File: src/rtl/pio_pkg.sv
package pio_pkg;
  // Register decode result
  typedef enum logic [2:0] {
    SEL_LEVEL,
    SEL_DIR,
    SEL_BLINK,
    SEL_POL,
    SEL_DIN,
    SEL_NONE
  } pio_sel_e;

  // Byte offsets of the registers
  localparam logic [7:0] OFF_LEVEL = 8'h00;
  localparam logic [7:0] OFF_DIR   = 8'h04;
  localparam logic [7:0] OFF_BLINK = 8'h08;
  localparam logic [7:0] OFF_POL   = 8'h0C;
  localparam logic [7:0] OFF_DIN   = 8'h10;
endpackage

File: src/rtl/pio_sync.sv
module pio_sync #(
  parameter int WIDTH  = 32,
  parameter int STAGES = 2
) (
  input  logic             clk,
  input  logic             rst_n,
  input  logic [WIDTH-1:0] async_in,
  output logic [WIDTH-1:0] sync_out
);
  logic [WIDTH-1:0] stage_q [STAGES];

  for (genvar s = 0; s < STAGES; s++) begin : g_stage
    always_ff @(posedge clk or negedge rst_n) begin
      if (!rst_n) begin
        stage_q[s] <= '0;
      end else if (s == 0) begin
        stage_q[s] <= async_in;
      end else begin
        stage_q[s] <= stage_q[(s == 0) ? 0 : s-1];
      end
    end
  end

  assign sync_out = stage_q[STAGES-1];
endmodule

File: src/rtl/pio_blink.sv
module pio_blink #(
  parameter int BLINK_HALF = 5000000
) (
  input  logic clk,
  input  logic rst_n,
  output logic phase
);
  localparam int CNT_W = $clog2(BLINK_HALF + 1);
  localparam logic [CNT_W-1:0] LAST = CNT_W'(BLINK_HALF - 1);

  logic [CNT_W-1:0] cnt_q;
  logic             phase_q;

  always_ff @(posedge clk or negedge rst_n) begin
    if (!rst_n) begin
      cnt_q   <= '0;
      phase_q <= 1'b0;
    end else if (cnt_q == LAST) begin
      cnt_q   <= '0;
      phase_q <= ~phase_q;
    end else begin
      cnt_q   <= cnt_q + 1'b1;
    end
  end

  assign phase = phase_q;

  // the phase moves only at the end of a half-period
  assert_blink_hold_R4: assert property (@(posedge clk) disable iff (!rst_n)
    (cnt_q != LAST) |=> $stable(phase_q));
  assert_blink_flip_R4: assert property (@(posedge clk) disable iff (!rst_n)
    (cnt_q == LAST) |=> (phase_q != $past(phase_q)));
endmodule

File: src/rtl/pio_drive.sv
module pio_drive #(
  parameter int WIDTH = 32
) (
  input  logic [WIDTH-1:0] level,
  input  logic [WIDTH-1:0] dir_in,
  input  logic [WIDTH-1:0] blink_en,
  input  logic             phase,
  output logic [WIDTH-1:0] pin_out,
  output logic [WIDTH-1:0] pin_oe
);
  for (genvar i = 0; i < WIDTH; i++) begin : g_pin
    assign pin_out[i] = blink_en[i] ? phase : level[i];
    assign pin_oe[i]  = ~dir_in[i];
  end
endmodule

File: src/rtl/pio_regs.sv
module pio_regs
  import pio_pkg::*;
#(
  parameter int WIDTH  = 32,
  parameter int ADDR_W = 5
) (
  input  logic              clk,
  input  logic              rst_n,
  input  logic              req_valid,
  output logic              req_ready,
  input  logic              req_write,
  input  logic [ADDR_W-1:0] req_addr,
  input  logic [WIDTH-1:0]  req_wdata,
  output logic              rsp_valid,
  input  logic              rsp_ready,
  output logic [WIDTH-1:0]  rsp_rdata,
  input  logic [WIDTH-1:0]  din_sync,
  output logic [WIDTH-1:0]  level_q,
  output logic [WIDTH-1:0]  dir_q,
  output logic [WIDTH-1:0]  blink_q,
  output logic [WIDTH-1:0]  pol_q
);
  pio_sel_e         sel;
  logic             fire;
  logic [WIDTH-1:0] rd_val;
  logic             rsp_valid_q;
  logic [WIDTH-1:0] rsp_rdata_q;

  always_comb begin
    if      (req_addr == ADDR_W'(OFF_LEVEL)) sel = SEL_LEVEL;
    else if (req_addr == ADDR_W'(OFF_DIR))   sel = SEL_DIR;
    else if (req_addr == ADDR_W'(OFF_BLINK)) sel = SEL_BLINK;
    else if (req_addr == ADDR_W'(OFF_POL))   sel = SEL_POL;
    else if (req_addr == ADDR_W'(OFF_DIN))   sel = SEL_DIN;
    else                                     sel = SEL_NONE;
  end

  always_comb begin
    case (sel)
      SEL_LEVEL: rd_val = level_q;
      SEL_DIR:   rd_val = dir_q;
      SEL_BLINK: rd_val = blink_q;
      SEL_POL:   rd_val = pol_q;
      SEL_DIN:   rd_val = din_sync ^ pol_q;
      default:   rd_val = '0;
    endcase
  end

  assign req_ready = ~rsp_valid_q;
  assign fire      = req_valid & req_ready;

  always_ff @(posedge clk or negedge rst_n) begin
    if (!rst_n) begin
      level_q <= '0;
      dir_q   <= '1;
      blink_q <= '0;
      pol_q   <= '0;
    end else if (fire && req_write) begin
      case (sel)
        SEL_LEVEL: level_q <= req_wdata;
        SEL_DIR:   dir_q   <= req_wdata;
        SEL_BLINK: blink_q <= req_wdata;
        SEL_POL:   pol_q   <= req_wdata;
        default:   ;
      endcase
    end
  end

  always_ff @(posedge clk or negedge rst_n) begin
    if (!rst_n) begin
      rsp_valid_q <= 1'b0;
      rsp_rdata_q <= '0;
    end else if (fire) begin
      rsp_valid_q <= 1'b1;
      rsp_rdata_q <= req_write ? '0 : rd_val;
    end else if (rsp_ready) begin
      rsp_valid_q <= 1'b0;
    end
  end

  assign rsp_valid = rsp_valid_q;
  assign rsp_rdata = rsp_rdata_q;

  // writes to data-in or unmapped offsets leave every register alone
  assert_ignore_write_R6: assert property (@(posedge clk) disable iff (!rst_n)
    (fire && req_write && (sel == SEL_NONE || sel == SEL_DIN)) |=>
      ($stable(level_q) && $stable(dir_q) && $stable(blink_q) && $stable(pol_q)));
  // a level write lands on the next cycle
  assert_level_write_R3: assert property (@(posedge clk) disable iff (!rst_n)
    (fire && req_write && sel == SEL_LEVEL) |=> (level_q == $past(req_wdata)));
  // a pending response is held steady under back-pressure
  assert_rsp_hold_R7: assert property (@(posedge clk) disable iff (!rst_n)
    (rsp_valid_q && !rsp_ready) |=> (rsp_valid_q && $stable(rsp_rdata_q)));
  // every accepted request yields a response next cycle
  assert_fire_resp_R7: assert property (@(posedge clk) disable iff (!rst_n)
    fire |=> rsp_valid_q);
endmodule

File: src/rtl/pio_port.sv
module pio_port
  import pio_pkg::*;
#(
  parameter int WIDTH      = 32,
  parameter int ADDR_W     = 5,
  parameter int SYNC_DEPTH = 2,
  parameter int BLINK_HALF = 5000000
) (
  input  logic              clk,
  input  logic              rst_n,
  input  logic              req_valid,
  output logic              req_ready,
  input  logic              req_write,
  input  logic [ADDR_W-1:0] req_addr,
  input  logic [WIDTH-1:0]  req_wdata,
  output logic              rsp_valid,
  input  logic              rsp_ready,
  output logic [WIDTH-1:0]  rsp_rdata,
  input  logic [WIDTH-1:0]  pin_in,
  output logic [WIDTH-1:0]  pin_out,
  output logic [WIDTH-1:0]  pin_oe
);
  logic [WIDTH-1:0] din_sync;
  logic [WIDTH-1:0] level_q, dir_q, blink_q, pol_q;
  logic             phase;

  pio_sync #(.WIDTH(WIDTH), .STAGES(SYNC_DEPTH)) u_sync (
    .clk      (clk),
    .rst_n    (rst_n),
    .async_in (pin_in),
    .sync_out (din_sync)
  );

  pio_regs #(.WIDTH(WIDTH), .ADDR_W(ADDR_W)) u_regs (
    .clk       (clk),
    .rst_n     (rst_n),
    .req_valid (req_valid),
    .req_ready (req_ready),
    .req_write (req_write),
    .req_addr  (req_addr),
    .req_wdata (req_wdata),
    .rsp_valid (rsp_valid),
    .rsp_ready (rsp_ready),
    .rsp_rdata (rsp_rdata),
    .din_sync  (din_sync),
    .level_q   (level_q),
    .dir_q     (dir_q),
    .blink_q   (blink_q),
    .pol_q     (pol_q)
  );

  pio_blink #(.BLINK_HALF(BLINK_HALF)) u_blink (
    .clk   (clk),
    .rst_n (rst_n),
    .phase (phase)
  );

  pio_drive #(.WIDTH(WIDTH)) u_drive (
    .level    (level_q),
    .dir_in   (dir_q),
    .blink_en (blink_q),
    .phase    (phase),
    .pin_out  (pin_out),
    .pin_oe   (pin_oe)
  );

  // a direction write shows on the enables one cycle later
  assert_dir_oe_R2: assert property (@(posedge clk) disable iff (!rst_n)
    (req_valid && req_ready && req_write && req_addr == ADDR_W'(OFF_DIR)) |=>
      (pin_oe == ~$past(req_wdata)));
endmodule

File: config.mk
export PLATFORM = sky130hd
export DESIGN_NAME = pio_port
export DESIGN_NICKNAME = d
export VERILOG_FILES = /design/src/rtl/pio_pkg.sv /design/src/rtl/pio_sync.sv /design/src/rtl/pio_blink.sv /design/src/rtl/pio_drive.sv /design/src/rtl/pio_regs.sv /design/src/rtl/pio_port.sv
export SDC_FILE = /design/constraint.sdc
export NUM_CORES = 1
export LEC_CHECK = 0
export ABC_CLOCK_PERIOD_IN_PS = 2500
export BUFFER_PORTS_ARGS = -buffer_cell sky130_fd_sc_hd__buf_2
export CORE_ASPECT_RATIO = 1.5
export CORE_UTILIZATION = 56
export DETAILED_ROUTE_END_ITERATION = 16
export PLACE_DENSITY_LB_ADDON = 0.3
export SLEW_MARGIN = 10
export SYNTH_ARGS = -nofsm -noshare
export SYNTH_HDL_FRONTEND = slang
export SYNTH_SLANG_ARGS = --single-unit
File: constraint.sdc
create_clock -name clk -period 2.5 [get_ports clk]
set_clock_uncertainty 0.15 [all_clocks]
set_input_delay 0.5 -clock clk [delete_from_list [all_inputs] [get_ports clk]]
set_output_delay 0.5 -clock clk [all_outputs]
set_load 0.1 [all_outputs]
==> reports/metrics.cfg, run 1 <==
[status]
outcome=finished, final reports clean

[logic_synthesis]
synth-edff-count=0
yosysUniqueCellTypes=44
synth_async_sr_flop_share_pct=100
yosys.area_share.simple_pct=8.79
yosysWarnings=0
synthMuxAreaShare_pct=17.0
synth_top_family_by_area=multiplexers
yosys-top-cells-count=dfrtp_1 (217), mux2_2 (114), nor2_1 (77)
mappedNetlistNets=956
synth.area.top_cells=dfrtp_1 (51%), mux2_2 (12%), dfstp_2 (7.9%), xnor2_1 (3.6%), mux2i_1 (3.0%)
synth-adder-area-share_pct=0.117
synth_seq_cells=249
yosysTopAreaCell=dfrtp_1
synth-xor-area-share_pct=4.19
ys_seq_area_share_pct=58.9
synth_ff_type=dfrtp_1
avgSynthCellArea_um2=12.1
synth_compound_area_share_pct=7.59
synth.most_common_cell=dfrtp_1
synth_top_area_share_pct=51.0
syn_inst=881
syn-cell-area_um2=10700

[critical_path]
path_class=flop to primary output
r2r_end=u_blink.phase
crit_arrival_ns=1.73
end_kind=primary output
critPathRequiredTime_ns=1.85
r2r_start=u_blink.cnt_q[2]
rrSetupSlack_ns=0.39
critPathMaxFanout=24
ff2ff_path_depth=4
crit_path_start_kind=flop

[floorplanning]
dieArea_um2=19600
num_rows=61
ios=172
fp.dieW_um=115
die_y_um=171
fp.coreArea_um2=18500
start_util_pct=57.4

[drt]
detail-route-antenna-nets=0
via_count=7670
drc_errors=0
post_drt_via_cell_ratio=5.66
dr.pass1.iters=5
drt-total-wl_um=26000
routedWlPerCell_um=19.2
drt_iter0_drc=523

[job]
drv_cap=0

[finish]
diodes=0
fin_area_um2=13600
layout-drive-gt1-share_pct=36.8
syn2layout_area_growth_pct=27.8
nets=1163
post_layout_nonfiller_instances=1355

[placement]
io_buffer_count=171
place.gp.congestion=0.859
dp_hpwl_um=16400
place_inst=1282
place_area_um2=12500
pre_cts_ws_ns=-0.0495

[global_routing]
grt_pass1_vias=7925
antenna_found_initial=0
grt_pass1_wl_um=41500
grt_max_degree=59
grt.overflow.total=0
gr-usage-all-layers_pct=27.6

[pwr]
irDropWorstVdd_mv=0.713
p_leak_nw=6.47
powerDensity_nw_per_um2=795
p_total_mw=10.8

[timing]
finalSetupViolations=0
fmax_ghz=0.421
timing_hold_violations_final=0
finalCriticalPeriod_ns=2.38
relSlewSlack_pct=57.2
final.setup.worst_slack_ns=0.123
max_slew.worst_pin.slew_ns=0.642
finalMaxSlewViolations=0
rsz0062_at_grt=no
final.period_utilization_pct=95.1

[clock_network]
clk_latency_ns=0.50
cts_buffer_depth=3
path_clk_slew_ns=0.07
cts_buffers=23
tritoncts=done
cts_root_buf=clkbuf_16
htree_levels=1
post-cts-setup-buffer-count=0
cts_sinks=249

[hold_path]
worstHoldEndpoint=u_regs.rsp_valid
hold_depth=2
hold_path_class=input port to flop
worstHoldStart=rsp_ready

[critical path, stage by stage, from the launching register on]
cell	delay (ns)
dfrtp_2	0.51
buf_12	0.21
mux2_2	0.32
buf_12	0.18
[power breakdown]
part	internal [mW]	leakage (nW)	switching, mW
logic	0.728	2.91	1.68
registers	4.40	3.16	0.224
clock network	2.30	0.397	1.49
total	7.43	6.47	3.39
[state kept, by name, summed over array words and instances (netlist names)]
name,flops
u_regs.pol_q,32
u_regs.level_q,32
u_sync.sync_out,32
u_sync.stage_q,32
u_regs.blink_q,32
u_regs.rsp_valid,1
u_regs.dir_q,32
u_blink.cnt_q,23
u_regs.rsp_rdata,32
u_blink.phase,1
[cell families after synthesis]
logic type                 Yosys count
xor gates and xnor gates            51
adders and majority gates            1
and+or+nand+nor                    200
AOI/OAI and AO/OA                  136
muxes                              160
buffers and inverters               84
DFF                                249
[worst max-delay path by stage]
| stage | from | depth (start not counted) | endpoint | slack [ns] |
|---|---|---|---|---|
| 6_report | u_blink.phase | 3 | pin_out[17] | 0.12 |
| 5_1_grt | u_blink.phase | 3 | pin_out[21] | 0.09 |
| 4_1_cts | u_blink.phase | 3 | pin_out[17] | 0.03 |
| 3_5_place_dp | req_addr[4] | 5 | u_regs.blink_q[14] | -0.05 |
| 3_3_place_gp | req_addr[4] | 5 | u_regs.blink_q[21] | -0.02 |
| 2_1_floorplan | u_regs.rsp_valid | 5 | u_regs.level_q[10] | 0.08 |
[metrics by stage]
step	hold WS (ns)	TNS (ns)	util [%]
finish	0.0176	0	73.4
global route	0.0395	0	73.4
CTS	0.00810	0	73.4
detailed placement	0.185	-1.15	67.3
global placement	0.182	-0.414	67.3
floorplan	0.0544	0	-
[layout make-up]
cell class | instances | area (um^2)
clock buffers | 30 | 632
clock inverters | 10 | 181
fillers | 1195 | 4930
inverters | 34 | 128
multi-input cells | 548 | 4050
flip-flops and latches | 249 | 6270
well taps | 252 | 315
repair buffers | 232 | 2040
[cell usage in the layout (no fill, tap or decap), types with 2 or more instances in the layout]
master and count:
nor4_4 2, o21ai_0 61, clkbuf_8 3, nor4b_1 2, and4_1 5, nor3_4 2, xor2_1 7, dlygate4sd3_1 33
bufinv_16 5, mux2_4 13, o31ai_1 3, or3_1 2, nand3_1 8, buf_12 44, and2_1 2, a221oi_1 32
nor2_1 76, nor3_1 2, dfrtp_1 216, buf_4 16, nand2_2 2, mux2_2 114, or4_1 3, mux2i_1 32
xnor2_1 44, nand4_1 11, o21ai_1 4, nand2_1 71, nor4_1 2, a21oi_1 35, inv_1 34, buf_2 138
dfstp_2 32, clkbuf_16 23, clkbuf_1 4, clkinv_2 3
[metal layers]
metal | GRT usage [%] | vias up | routed length (um) | part of all wire, %
li1 | - | 3461 | - | -
met1 | 35.5 | 3845 | 10100 | 39
met2 | 47.1 | 301 | 13400 | 52
met3 | 3.79 | 63 | 1540 | 5.9
met4 | 11.4 | 0 | 932 | 3.6
met5 | 0 | - | 0 | 0
[repair_timing]
| item | in CTS | in global routing |
|---|---|---|
| endpoints found under the setup margin | 0 | 1 |
| hold endpoints to repair | 80 | 0 |
| gates resized for setup | 0 | 1 |
| hold buffers | 33 | 0 |
Note: power is estimated with default switching activity, not from simulation.
==> run 2, diff against run 1 <==
- CTS_CLUSTER_DIAMETER: not set -> 40
- REMOVE_ABC_BUFFERS: not set -> 1
==> run 2 against run 1 <==
  * Critical path depth did not move
  * Maximum frequency rose by 2.8%
  * Clock-buffer cell count rose by 8
  * Worst setup slack improved by 0.065 ns
  * Largest power group unchanged
  * Wire length rose by 0.43%
  * Via count rose by 0.33%
  * Critical endpoint is now pin_out[12]
==> reports/metrics.cfg, run 2 (same netlist as run 1, synthesis figures left out) <==
[global_routing]
grt_pass1_vias=7990  ; was 7,925
grt_max_degree=66  ; was 59
grt_pass1_wl_um=41500  ; about the same
gr-usage-met2_pct=51.3  ; was 47.1%
antenna_found_initial=3  ; was 0
grtUsageMet3_pct=2.80  ; was 3.79%
grt-busiest-layer=met2  ; unchanged
grt.overflow.total=0  ; unchanged
grt_util_met1_pct=32.6  ; was 35.5%
gr-usage-all-layers_pct=27.6  ; about the same

[timing]
finalMaxSlewViolations=0  ; unchanged
timing_hold_violations_final=0  ; unchanged
relSlewSlack_pct=60.5  ; was 57.2%
finalCriticalPeriod_ns=2.31  ; was 2.38 ns
final.period_utilization_pct=92.5  ; was 95.1%
rsz0062_at_grt=no  ; unchanged
max_slew.worst_pin.slew_ns=0.588  ; was 0.642 ns
finalSetupViolations=0  ; unchanged
fmax_ghz=0.432  ; was 0.421 GHz

[finish]
final_cell_mix=dfrtp_1 (217), buf_2 (138), mux2_2 (114)  ; was dfrtp_1 (216), buf_2 (138), mux2_2 (114)
layout-drive-gt1-share_pct=37.7  ; was 36.8%
layout_commonest_cell=dfrtp_1  ; unchanged
syn2layout_area_growth_pct=29.4  ; was 27.8%
fin_area_um2=13800  ; was 13,600 um^2
nets=1173  ; was 1,163

[clock_network]
cts_buffer_depth=3  ; unchanged
tritoncts=done  ; unchanged
post-cts-setup-buffer-count=0  ; unchanged
clk_latency_ns=0.53  ; was 0.50 ns
cts_root_buf=clkbuf_16  ; unchanged
htree_levels=1  ; unchanged
cts_sinks=249  ; unchanged
ctsResizeCount=0  ; unchanged
path_clk_slew_ns=0.06  ; was 0.07 ns
cts_buffers=27  ; was 23

[pwr]
power.share.clock_pct=36.8  ; was 35.0%
p_int_mw=7.60  ; was 7.43 mW
powerDensity_nw_per_um2=806  ; was 795 nW/um^2
p_total_mw=11.1  ; was 10.8 mW
comb_power_share_pct=21.6  ; was 22.2%
switching_share_pct=31.6  ; was 31.3%
p_switching_mw=3.51  ; was 3.39 mW
p_leak_nw=6.57  ; was 6.47 nW
irDropWorstVdd_mv=0.661  ; was 0.713 mV
pwr-share-seq_pct=41.7  ; was 42.8%

[drt]
routedWlPerCell_um=19.0  ; was 19.2 um
detail-route-antenna-nets=0  ; unchanged
drc_errors=0  ; unchanged
via_count=7695  ; was 7,670
drt-total-wl_um=26100  ; was 26,000 um
drt_iter0_drc=464  ; was 523
post_drt_via_cell_ratio=5.60  ; was 5.66
dr.pass1.iters=5  ; unchanged

[hold_path]
worstHoldStart=rsp_ready  ; unchanged
hold_depth=2  ; unchanged
worstHoldEndpoint=u_regs.rsp_valid  ; unchanged
hold_path_class=input port to flop  ; unchanged

[critical_path]
r2r_end=u_blink.cnt_q[22]  ; was u_blink.phase
end_kind=primary output  ; unchanged
critPathMaxFanout=18  ; was 24
critPathRequiredTime_ns=1.85  ; about the same
ff2ff_path_depth=4  ; unchanged
path_class=flop to primary output  ; unchanged
crit_path_start_kind=flop  ; unchanged
r2r_start=u_blink.cnt_q[2]  ; unchanged
crit_arrival_ns=1.66  ; was 1.73 ns
rrSetupSlack_ns=0.45  ; was 0.39 ns

[floorplanning]
fp.dieW_um=115  ; unchanged
num_rows=61  ; unchanged
ios=172  ; unchanged
fp.coreArea_um2=18500  ; unchanged
die_y_um=171  ; unchanged
dieArea_um2=19600  ; unchanged
start_util_pct=57.4  ; unchanged

[placement]
io_buffer_count=171  ; unchanged
place.gp.congestion=0.877  ; was 0.859
dp_hpwl_um=16900  ; was 16,400 um
place_area_um2=12500  ; about the same

[job]
drv_cap=0  ; unchanged

[status]
outcome=finished, final reports clean  ; unchanged

==> run 2: cell types whose count changed in the layout (fill, tap and decap cells not counted), moves of 2 or more <==
cell       previous run  this run
diode_2               0         4
buf_4                16        23
clkinv_4              0         2
bufinv_16             5         2
clkbuf_16            23        27
clkbuf_8              3         9
clkbuf_1              4         2
==> run 2: timing repair <==
action	CTS	global route
endpoints found under the setup margin	0	0
hold endpoints to repair	79	0
hold buffers	33	0
==> run 2: cell type report <==
cell class              instances  area [um^2]
multi-input cells             548         4050
clock inverters                11          128
clock buffers                  38          807
diodes                          4         10.0
well taps                     252          315
flip-flops and latches        249         6270
fillers                      1220         4770
inverters                      34          128
repair buffers                238         2070
==> run 2: how the worst max path moves through the flow <==
stage | slack [ns] | cells past startpoint | end | from
after floorplan | -1.48 | 3 | u_regs.level_q[0] | req_addr[0]
after global placement | -0.05 | 5 | u_regs.blink_q[7] | req_addr[4]
after detailed placement | -0.10 | 5 | u_regs.blink_q[26] | req_addr[4]
after CTS | 0.18 | 3 | pin_out[4] | u_blink.phase
after global routing | 0.17 | 3 | pin_out[12] | u_blink.phase
final | 0.19 | 3 | pin_out[12] | u_blink.phase
==> run 2: metrics by stage <==
stage               util, %  setup TNS [ns]  instances  setup slack [ns]  hold slack, ns
CTS                    74.2               0       1370             0.182          0.0301
global placement       67.4           -1.02       1288           -0.0471           0.181
global route           74.3               0       1374             0.171          0.0293
detailed placement     67.4           -2.52       1288            -0.101           0.185
floorplan                 -         -126.27        831             -1.48          0.0544
finish                 74.3               0       1374             0.188          0.0267
==> run 2: power groups by stage <==
| stage | clock, mW | combinational [mW] | sequential [mW] |
|---|---|---|---|
| 3_3_place_gp | 0 | 2.32 | 4.68 |
| 6_report | 4.09 | 2.40 | 4.63 |
| 2_1_floorplan | 0 | 1.62 | 4.67 |
| 5_1_grt | 4.27 | 2.51 | 4.67 |
| 3_5_place_dp | 0 | 2.35 | 4.69 |
| 4_1_cts | 4.13 | 2.41 | 4.63 |
==> run 2: critical path: stages (launching register included) <==
cell and delay [ns]:
dfrtp_1 0.39, buf_4 0.22, mux2_2 0.34, buf_12 0.18
==> run 2: layer usage <==
layer / part of all wire (%) / up-vias / routed length [um]
met5: 0 / - / 0
met1: 38 / 3916 / 9970
met3: 4.2 / 59 / 1110
met4: 3.2 / 0 / 837
met2: 54 / 230 / 14200
li1: - / 3490 / -
